File: config.mk
export PLATFORM = sky130hd
export DESIGN_NAME = nand_cache_reader
export DESIGN_NICKNAME = d
export VERILOG_FILES = /design/src/rtl/nrd_pkg.sv /design/src/rtl/nrd_addr_pack.sv /design/src/rtl/nrd_stream.sv /design/src/rtl/nand_cache_reader.sv
export SDC_FILE = /design/constraint.sdc
export NUM_CORES = 1
export LEC_CHECK = 0
export BUFFER_PORTS_ARGS = -buffer_cell sky130_fd_sc_hd__clkbuf_2
export CAP_MARGIN = 25
export CORE_ASPECT_RATIO = 1.75
export CORE_UTILIZATION = 30
export CTS_CLUSTER_DIAMETER = 60
export CTS_CLUSTER_SIZE = 10
export DETAILED_ROUTE_END_ITERATION = 8
export GPL_ROUTABILITY_DRIVEN = 0
export HOLD_SLACK_MARGIN = 0.15
export SLEW_MARGIN = 20
export SYNTH_ARGS = -nofsm -noshare
export SYNTH_HDL_FRONTEND = slang
export SYNTH_SLANG_ARGS = --single-unit
export TNS_END_PERCENT = 1
File: constraint.sdc
create_clock -name clk -period 3.02 [get_ports clk]
set_clock_uncertainty 0.2 [all_clocks]
set_input_delay 0.302 -clock clk [delete_from_list [all_inputs] [get_ports clk]]
set_output_delay 0.302 -clock clk [all_outputs]
set_load 0.02 [all_outputs]
File: src/rtl/nrd_pkg.sv
`timescale 1ns/1ps
package nrd_pkg;
  localparam int PG_W     = 8;
  localparam int BLK_W    = 11;
  localparam int LUN_W    = 1;
  localparam int COL_W    = 14;
  localparam int ADDR_CYC = 5;

  typedef enum logic [1:0] {CYC_CMD = 2'd0, CYC_ADDR = 2'd1, CYC_READ = 2'd2} cyc_kind_e;
  typedef enum logic [1:0] {RD_PLAIN = 2'd0, RD_SEQ = 2'd1, RD_RAND = 2'd2, RD_DUAL = 2'd3} rd_mode_e;
  typedef enum logic [2:0] {
    ST_IDLE, ST_OPEN, ST_ADDR, ST_CONF, ST_WAIT, ST_STREAM, ST_STEP, ST_NEXTA
  } seq_st_e;

  typedef struct packed {
    logic [LUN_W-1:0] lun;
    logic [BLK_W-1:0] blk;
    logic             plane;
    logic [PG_W-1:0]  page;
  } row_t;

  localparam logic [7:0] OP_LOAD    = 8'h00;
  localparam logic [7:0] OP_COLSEL  = 8'h06;
  localparam logic [7:0] OP_GO      = 8'h30;
  localparam logic [7:0] OP_CACHE   = 8'h31;
  localparam logic [7:0] OP_PLANE   = 8'h32;
  localparam logic [7:0] OP_CLOSE   = 8'h3F;
  localparam logic [7:0] OP_COLGO   = 8'hE0;
endpackage

File: src/rtl/nrd_addr_pack.sv
`timescale 1ns/1ps
module nrd_addr_pack
  import nrd_pkg::*;
#(
  parameter int N_CYC = ADDR_CYC
) (
  input  row_t                       row,
  input  logic [$clog2(N_CYC)-1:0]   idx,
  output logic [7:0]                 abyte
);
  localparam int ALL_W = N_CYC * 8;
  localparam int PAD_W = ALL_W - COL_W - $bits(row_t);

  logic [ALL_W-1:0] word;

  assign word  = {{PAD_W{1'b0}}, row, {COL_W{1'b0}}};
  assign abyte = word[int'(idx)*8 +: 8];
endmodule

File: src/rtl/nrd_stream.sv
`timescale 1ns/1ps
module nrd_stream #(
  parameter int PAGE_BYTES = 8640
) (
  input  logic       clk,
  input  logic       rst_n,
  input  logic       take,
  input  logic [7:0] rdata,
  output logic       page_end,
  output logic       out_valid,
  output logic       out_data_en,
  output logic [7:0] out_data,
  output logic       out_last
);
  localparam int CW = $clog2(PAGE_BYTES);

  logic [CW-1:0] cnt_q, cnt_d;
  logic          at_end;

  assign at_end      = (cnt_q == CW'(PAGE_BYTES - 1));
  assign page_end    = take && at_end;
  assign cnt_d       = at_end ? '0 : cnt_q + CW'(1);
  assign out_data_en = take;

  always_ff @(posedge clk or negedge rst_n) begin
    if (!rst_n) begin
      cnt_q     <= '0;
      out_valid <= 1'b0;
      out_last  <= 1'b0;
    end else begin
      if (take) cnt_q <= cnt_d;
      out_valid <= take;
      out_last  <= page_end;
    end
  end

  always_ff @(posedge clk) begin
    if (out_data_en) out_data <= rdata;
  end

  assert_last_has_valid_R4: assert property (@(posedge clk) disable iff (!rst_n)
    out_last |-> out_valid);
  assert_count_wraps_R4: assert property (@(posedge clk) disable iff (!rst_n)
    out_last |-> cnt_q == '0);
endmodule

File: src/rtl/nand_cache_reader.sv
`timescale 1ns/1ps
module nand_cache_reader
  import nrd_pkg::*;
#(
  parameter int PAGE_DATA  = 8192,
  parameter int PAGE_SPARE = 448,
  parameter int WB_CYCLES  = 4,
  parameter int CNT_W      = 8
) (
  input  logic                 clk,
  input  logic                 rst_n,
  input  logic                 req_valid,
  output logic                 req_ready,
  input  logic [1:0]           req_mode,
  input  logic [PG_W-1:0]      req_page,
  input  logic                 req_plane,
  input  logic [BLK_W-1:0]     req_block,
  input  logic [LUN_W-1:0]     req_lun,
  input  logic [CNT_W-1:0]     req_pages,
  input  logic                 req_last,
  output logic                 cyc_req,
  output logic [1:0]           cyc_kind,
  output logic [7:0]           cyc_byte,
  input  logic                 cyc_ack,
  input  logic [7:0]           cyc_rdata,
  input  logic                 nand_rdy,
  output logic                 out_valid,
  output logic [7:0]           out_data,
  output logic                 out_last
);
  localparam int PAGE_BYTES = PAGE_DATA + PAGE_SPARE;
  localparam int WB_W       = $clog2(WB_CYCLES + 1);
  localparam int AI_W       = $clog2(ADDR_CYC);

  seq_st_e          st_q, st_d;
  rd_mode_e         mode_q, mode_d;
  row_t             row_q, row_d, req_row;
  logic             row_en;
  logic [CNT_W-1:0] left_q, left_d;
  logic             last_q, last_d;
  logic             close_q, close_d;
  logic             tostr_q, tostr_d;
  logic [7:0]       open_q, open_d;
  logic [7:0]       conf_q, conf_d;
  logic [1:0]       dph_q, dph_d;
  logic [AI_W-1:0]  aidx_q, aidx_d;
  logic [WB_W-1:0]  wb_q, wb_d;
  logic [7:0]       addr_byte;
  logic             take, page_end, out_data_en;
  logic             one_shot;

  assign req_row  = '{lun: req_lun, blk: req_block, plane: req_plane, page: req_page};
  assign one_shot = (rd_mode_e'(req_mode) == RD_PLAIN) ||
                    (rd_mode_e'(req_mode) == RD_SEQ  && req_pages <= CNT_W'(1)) ||
                    (rd_mode_e'(req_mode) == RD_RAND && req_last);

  nrd_addr_pack #(.N_CYC(ADDR_CYC)) u_pack (
    .row   (row_q),
    .idx   (aidx_q),
    .abyte (addr_byte)
  );

  nrd_stream #(.PAGE_BYTES(PAGE_BYTES)) u_stream (
    .clk         (clk),
    .rst_n       (rst_n),
    .take        (take),
    .rdata       (cyc_rdata),
    .page_end    (page_end),
    .out_valid   (out_valid),
    .out_data_en (out_data_en),
    .out_data    (out_data),
    .out_last    (out_last)
  );

  // Next-state process
  always_comb begin
    st_d     = st_q;
    mode_d   = mode_q;
    row_d    = row_q;
    row_en   = 1'b0;
    left_d   = left_q;
    last_d   = last_q;
    close_d  = close_q;
    tostr_d  = tostr_q;
    open_d   = open_q;
    conf_d   = conf_q;
    dph_d    = dph_q;
    aidx_d   = aidx_q;
    wb_d     = wb_q;
    req_ready = 1'b0;
    cyc_req   = 1'b0;
    cyc_kind  = CYC_CMD;
    cyc_byte  = 8'h00;
    take      = 1'b0;
    unique case (st_q)
      ST_IDLE: begin
        req_ready = 1'b1;
        if (req_valid) begin
          row_d  = req_row;
          row_en = 1'b1;
          mode_d = rd_mode_e'(req_mode);
          left_d = req_pages;
          last_d = req_last;
          dph_d  = 2'd0;
          if (rd_mode_e'(req_mode) == RD_DUAL) begin
            close_d = 1'b0;
            st_d    = ST_STEP;
          end else begin
            open_d  = OP_LOAD;
            conf_d  = OP_GO;
            close_d = one_shot;
            tostr_d = one_shot;
            st_d    = ST_OPEN;
          end
        end
      end
      ST_OPEN: begin
        cyc_req  = 1'b1;
        cyc_byte = open_q;
        if (cyc_ack) begin
          aidx_d = '0;
          st_d   = ST_ADDR;
        end
      end
      ST_ADDR: begin
        cyc_req  = 1'b1;
        cyc_kind = CYC_ADDR;
        cyc_byte = addr_byte;
        if (cyc_ack) begin
          if (aidx_q == AI_W'(ADDR_CYC - 1)) st_d = ST_CONF;
          else aidx_d = aidx_q + AI_W'(1);
        end
      end
      ST_CONF: begin
        cyc_req  = 1'b1;
        cyc_byte = conf_q;
        if (cyc_ack) begin
          wb_d = '0;
          st_d = (conf_q == OP_COLGO) ? ST_STREAM : ST_WAIT;
        end
      end
      ST_WAIT: begin
        if (wb_q != WB_W'(WB_CYCLES)) wb_d = wb_q + WB_W'(1);
        else if (nand_rdy) st_d = tostr_q ? ST_STREAM : ST_STEP;
      end
      ST_STREAM: begin
        cyc_req  = 1'b1;
        cyc_kind = CYC_READ;
        take     = cyc_ack;
        if (page_end) begin
          left_d = left_q - CNT_W'(1);
          st_d   = close_q ? ST_IDLE : ST_STEP;
        end
      end
      ST_STEP: begin
        unique case (mode_q)
          RD_SEQ: begin
            conf_d  = (left_q == CNT_W'(1)) ? OP_CLOSE : OP_CACHE;
            close_d = (left_q == CNT_W'(1));
            tostr_d = 1'b1;
            st_d    = ST_CONF;
          end
          RD_RAND: begin
            if (last_q) begin
              conf_d  = OP_CLOSE;
              close_d = 1'b1;
              tostr_d = 1'b1;
              st_d    = ST_CONF;
            end else begin
              st_d = ST_NEXTA;
            end
          end
          RD_DUAL: begin
            row_d       = row_q;
            row_d.plane = dph_q[0];
            row_en      = 1'b1;
            open_d      = dph_q[1] ? OP_COLSEL : OP_LOAD;
            conf_d      = dph_q[1] ? OP_COLGO : (dph_q[0] ? OP_GO : OP_PLANE);
            tostr_d     = 1'b0;
            close_d     = (dph_q == 2'd3);
            dph_d       = dph_q + 2'd1;
            st_d        = ST_OPEN;
          end
          default: st_d = ST_IDLE;
        endcase
      end
      ST_NEXTA: begin
        req_ready = 1'b1;
        if (req_valid) begin
          row_d   = req_row;
          row_en  = 1'b1;
          last_d  = req_last;
          open_d  = OP_LOAD;
          conf_d  = OP_CACHE;
          tostr_d = 1'b1;
          st_d    = ST_OPEN;
        end
      end
      default: st_d = ST_IDLE;
    endcase
  end

  // Register process
  always_ff @(posedge clk or negedge rst_n) begin
    if (!rst_n) begin
      st_q    <= ST_IDLE;
      mode_q  <= RD_PLAIN;
      row_q   <= '0;
      left_q  <= '0;
      last_q  <= 1'b0;
      close_q <= 1'b0;
      tostr_q <= 1'b0;
      open_q  <= OP_LOAD;
      conf_q  <= OP_GO;
      dph_q   <= 2'd0;
      aidx_q  <= '0;
      wb_q    <= '0;
    end else begin
      st_q    <= st_d;
      mode_q  <= mode_d;
      if (row_en) row_q <= row_d;
      left_q  <= left_d;
      last_q  <= last_d;
      close_q <= close_d;
      tostr_q <= tostr_d;
      open_q  <= open_d;
      conf_q  <= conf_d;
      dph_q   <= dph_d;
      aidx_q  <= aidx_d;
      wb_q    <= wb_d;
    end
  end

  assert_cycle_held_R2: assert property (@(posedge clk) disable iff (!rst_n)
    cyc_req && !cyc_ack |=> cyc_req && $stable(cyc_kind) && $stable(cyc_byte));
  assert_addr_then_cmd_R1: assert property (@(posedge clk) disable iff (!rst_n)
    cyc_req && cyc_ack && cyc_kind == CYC_ADDR && aidx_q == AI_W'(ADDR_CYC - 1)
      |=> cyc_req && cyc_kind == CYC_CMD);
  assert_ready_before_read_R3: assert property (@(posedge clk) disable iff (!rst_n)
    $rose(cyc_req) && $past(st_q) == ST_WAIT |-> $past(nand_rdy));
  assert_no_bus_when_accepting_R9: assert property (@(posedge clk) disable iff (!rst_n)
    req_ready |-> !cyc_req);
endmodule

==> key figures <==
Outcome
  – Outcome: complete, no violations

Floorplan
  – Core area: 13,310 um2
  – Full die area: 14,110 um2
  – Standard-cell rows: 56
  – # IOs: 67
  – Die width: 90.23 um
  – Chip height: 156.4 um
  – Initial Util: 30.70%

Power and ir drop
  – Peak supply drop: 400.5 uV
  – NetSw: 1.788 mW
  – Switching Fraction: 38.75%
  – Logic pwr share: 41.0%
  – Leak: 2.335 nW
  – Cell-internal power: 2.827 mW
  – Power per Cell Area: 870.6 nW/um2
  – Clk pwr share: 23.0%
  – Sequential power share: 36.0%

GRT
  – First-pass GRT wire length: 17.17 mm
  – GRT Residual Overflow: 0
  – Initial antenna violation count: 0
  – GRT Overall Usage: 15.45%
  – Largest net degree at the start of global routing: 39
  – Vias in the first global route: 3,634

Layout
  – FILL cells: 1,350
  – Number of nets in the layout: 574
  – Layout cells sized above 1: 25.58%
  – Layout area overhead: 29.70%
  – Most common cell after layout, fill and taps aside: dfrtp_1
  – Most frequent cells in the layout: dfrtp_1, clkbuf_2, dlygate4sd3_1
  – Finished Core Util: 39.81%
  – Antenna cells: 0

Logic synthesis
  – Synthesized cell area: 4086 um2
  – Largest family of logic cells by synthesized area: simple AND/OR/NAND/NOR gates
  – Number of synthesized flops with an enable pin: 8
  – Syn Nets: 465
  – Adder-cell area share of the yosys netlist: 4.287%
  – Share of the synthesized area in the top cell type: 40.42%
  – Simple-gate share of the synthesized area: 16.38%
  – Register area share after synthesis: 46.94%
  – Post-synthesis compound-gate area fraction: 15.92%
  – Ranking of synthesized cells by area: dfrtp_1, mux2_2, edfxtp_1
  – Post-Synth XOR/XNOR Area: 1.929%
  – Netlist cell types: 64
  – Post-Syn Area per Cell: 10.07 um2
  – Synth Flop Type: dfrtp_1
  – Yosys top cell by area: dfrtp_1
  – Cells after Synth: 406
  – Multiplexer share of the synthesized area: 9.706%
  – Flops & latches, synth: 75
  – Synth Warn #: 0
  – Async S/R FF share, synth: 89.33%

Detailed routing
  – Remaining DRCs: 0
  – Final WL: 10.44 mm
  – Iteration-0 DRC count of the detailed router: 161
  – DR WL/cell: 15.05 um
  – Met2 WL: 5.518 mm
  – Met1 wire length: 4.161 mm
  – Total number of vias: 3,490
  – Routed Antenna Nets: 0
  – Pre-Repair DR Iteration Count: 4
  – DR WL met3: 325 um
  – Via-to-Cell Ratio: 5.029
  – Top Metal Used: met4

Clock network
  – H-Tree Depth: 3
  – Setup bufs post-CTS: 0
  – Clock Tree Root: clkbuf_16
  – CTS tree: done
  – Clock Sinks: 75
  – Clock Tree Buf Depth: 2
  – Worst-skew pair later-pin latency: 330 ps
  – Total CTS buffers: 9
  – Clock Pin Slew Worst Setup and Hold Paths: 60 ps

STA
  – Setup TNS: 0 ps
  – Final setup violation count: 0
  – Final hold vios: 0
  – Fmax: 394.2 MHz
  – RSZ-0062 raised after global routing: false
  – Relative slew slack: 51.75%
  – Period utilization: 84.01%
  – Worst-Margin Slew: 723.8 ps
  – Fin. max-slew vios: 0
  – Minimum clock period: 2537 ps

Critical path
  – Worst setup SP type: register
  – CP Class: register to register
  – CP Data Required Time: 3070 ps
  – CP Capture Type: register
  – Crit path DAT: 2590 ps
  – Crit path max fanout: 22

Place
  – Dpl hpwl: 7.784 mm
  – PortBufs: 66

Worst hold path
  – Tightest Hold Check Type: primary input to register

Flow run
  – Max-cap viol count: 0
-- layer usage --
layer  up-vias  track usage, %
met5         -               0
met4         0           9.293
met3        31           2.430
met2       109           28.46
met1      1663           16.45
li1       1687               -
-- cell type report --
cell class / instances / area (um2) / share of cell area [%]
multi-input combinational: 293 / 1971 / 37.18
sequential: 75 / 1918 / 36.19
timing repair buffer: 117 / 828.3 / 15.63
clock buffer: 10 / 229.0 / 4.320
tap: 174 / 217.7 / 4.108
inverter: 19 / 71.32 / 1.346
clock inverter: 6 / 65.06 / 1.228
-- critical path, cell delays in order, from the launching register on --
cell	delay, ps
dfrtp_1	540
inv_1	240
or3_4	550
inv_1	140
a2111o_1	470
o21bai_1	180
o2bb2ai_1	130
-- final timing paths --
kind                          from         to  slack [ps]  cells past startpoint
setup / recovery           st_q[0]  left_q[6]         480                      6
hold / removal             cyc_ack  aidx_q[1]         180                      3
setup reg to reg           st_q[0]  left_q[6]         480                      6
hold reg to reg             last_q     last_q         280                      2
max in group asynchronous    rst_n  aidx_q[1]        1580                      3
min in group asynchronous    rst_n  mode_q[0]         380                      2
-- cells in the mapped netlist, types with 3 or more instances --
| cell type | number |
|---|---|
| a21oi_1 | 29 |
| a22oi_1 | 4 |
| a2bb2oi_1 | 3 |
| and2_1 | 4 |
| and3_1 | 4 |
| buf_2 | 5 |
| clkbuf_1 | 6 |
| clkbuf_8 | 3 |
| dfrtp_1 | 66 |
| edfxtp_1 | 8 |
| ha_1 | 14 |
| inv_1 | 17 |
| mux2_2 | 29 |
| mux2i_1 | 7 |
| nand2_1 | 37 |
| nand3_1 | 15 |
| nand4_1 | 7 |
| nor2_1 | 31 |
| nor2b_1 | 5 |
| nor3_1 | 6 |
| nor4_1 | 3 |
| o21ai_0 | 32 |
| o21ai_1 | 7 |
| o21ai_2 | 3 |
| o22a_1 | 4 |
| o2bb2ai_1 | 3 |
| xnor2_1 | 6 |
| xor2_1 | 3 |
-- registers in the layout (all words and copies together), names as in the netlist --
name                flops
u_stream.cnt_q         14
aidx_q                  3
conf_q                  5
u_stream.out_valid      1
left_q                  8
wb_q                    3
last_q                  1
u_stream.out_data       8
st_q                    3
row_q                  21
u_stream.out_last       1
open_q                  1
close_q                 1
dph_q                   2
tostr_q                 1
mode_q                  2
-- repair_timing --
action                                 4_1_cts  5_1_grt
setup endpoints to repair                    0        0
hold buffers                                41        0
endpoints found under the hold margin       68        0
resized for setup                            0        0
-- power by group through the flow --
stage          Combinational [mW]  Sequential (mW)  Clock [mW]
2_1_floorplan                1.44             1.57           0
3_3_place_gp                 1.81             1.65           0
3_5_place_dp                 1.86             1.68           0
4_1_cts                      1.91             1.66        1.08
5_1_grt                      2.11             1.71        1.13
6_report                     1.89             1.66        1.06
-- kinds of logic (layout without fill, tap and decap cells) --
group	after synthesis	count (layout)
AO/OA/AOI/OAI	105	105
multiplexers	36	36
buffers and inverters	38	152
XOR/XNOR	9	9
flip-flops	75	75
adder cells (fa/ha/maj)	14	14
AND/OR/NAND/NOR	129	129
-- metrics by stage --
stage / cells / instance area [um2] / hold WS [ps] / worst slack (ps) / power [mW]
after floorplan: 406 / 4086 / -193.6 / 898.6 / 3.016
after global placement: 637 / 4596 / 192.3 / 593.3 / 3.459
after detailed placement: 637 / 4596 / 202.1 / 492.5 / 3.540
after CTS: 694 / 5300 / 167.1 / 467.5 / 4.655
after global routing: 694 / 5300 / 206.3 / 275.9 / 4.943
final: 694 / 5300 / 176.2 / 483.0 / 4.614
Note: power is estimated with default switching activity, not from simulation.
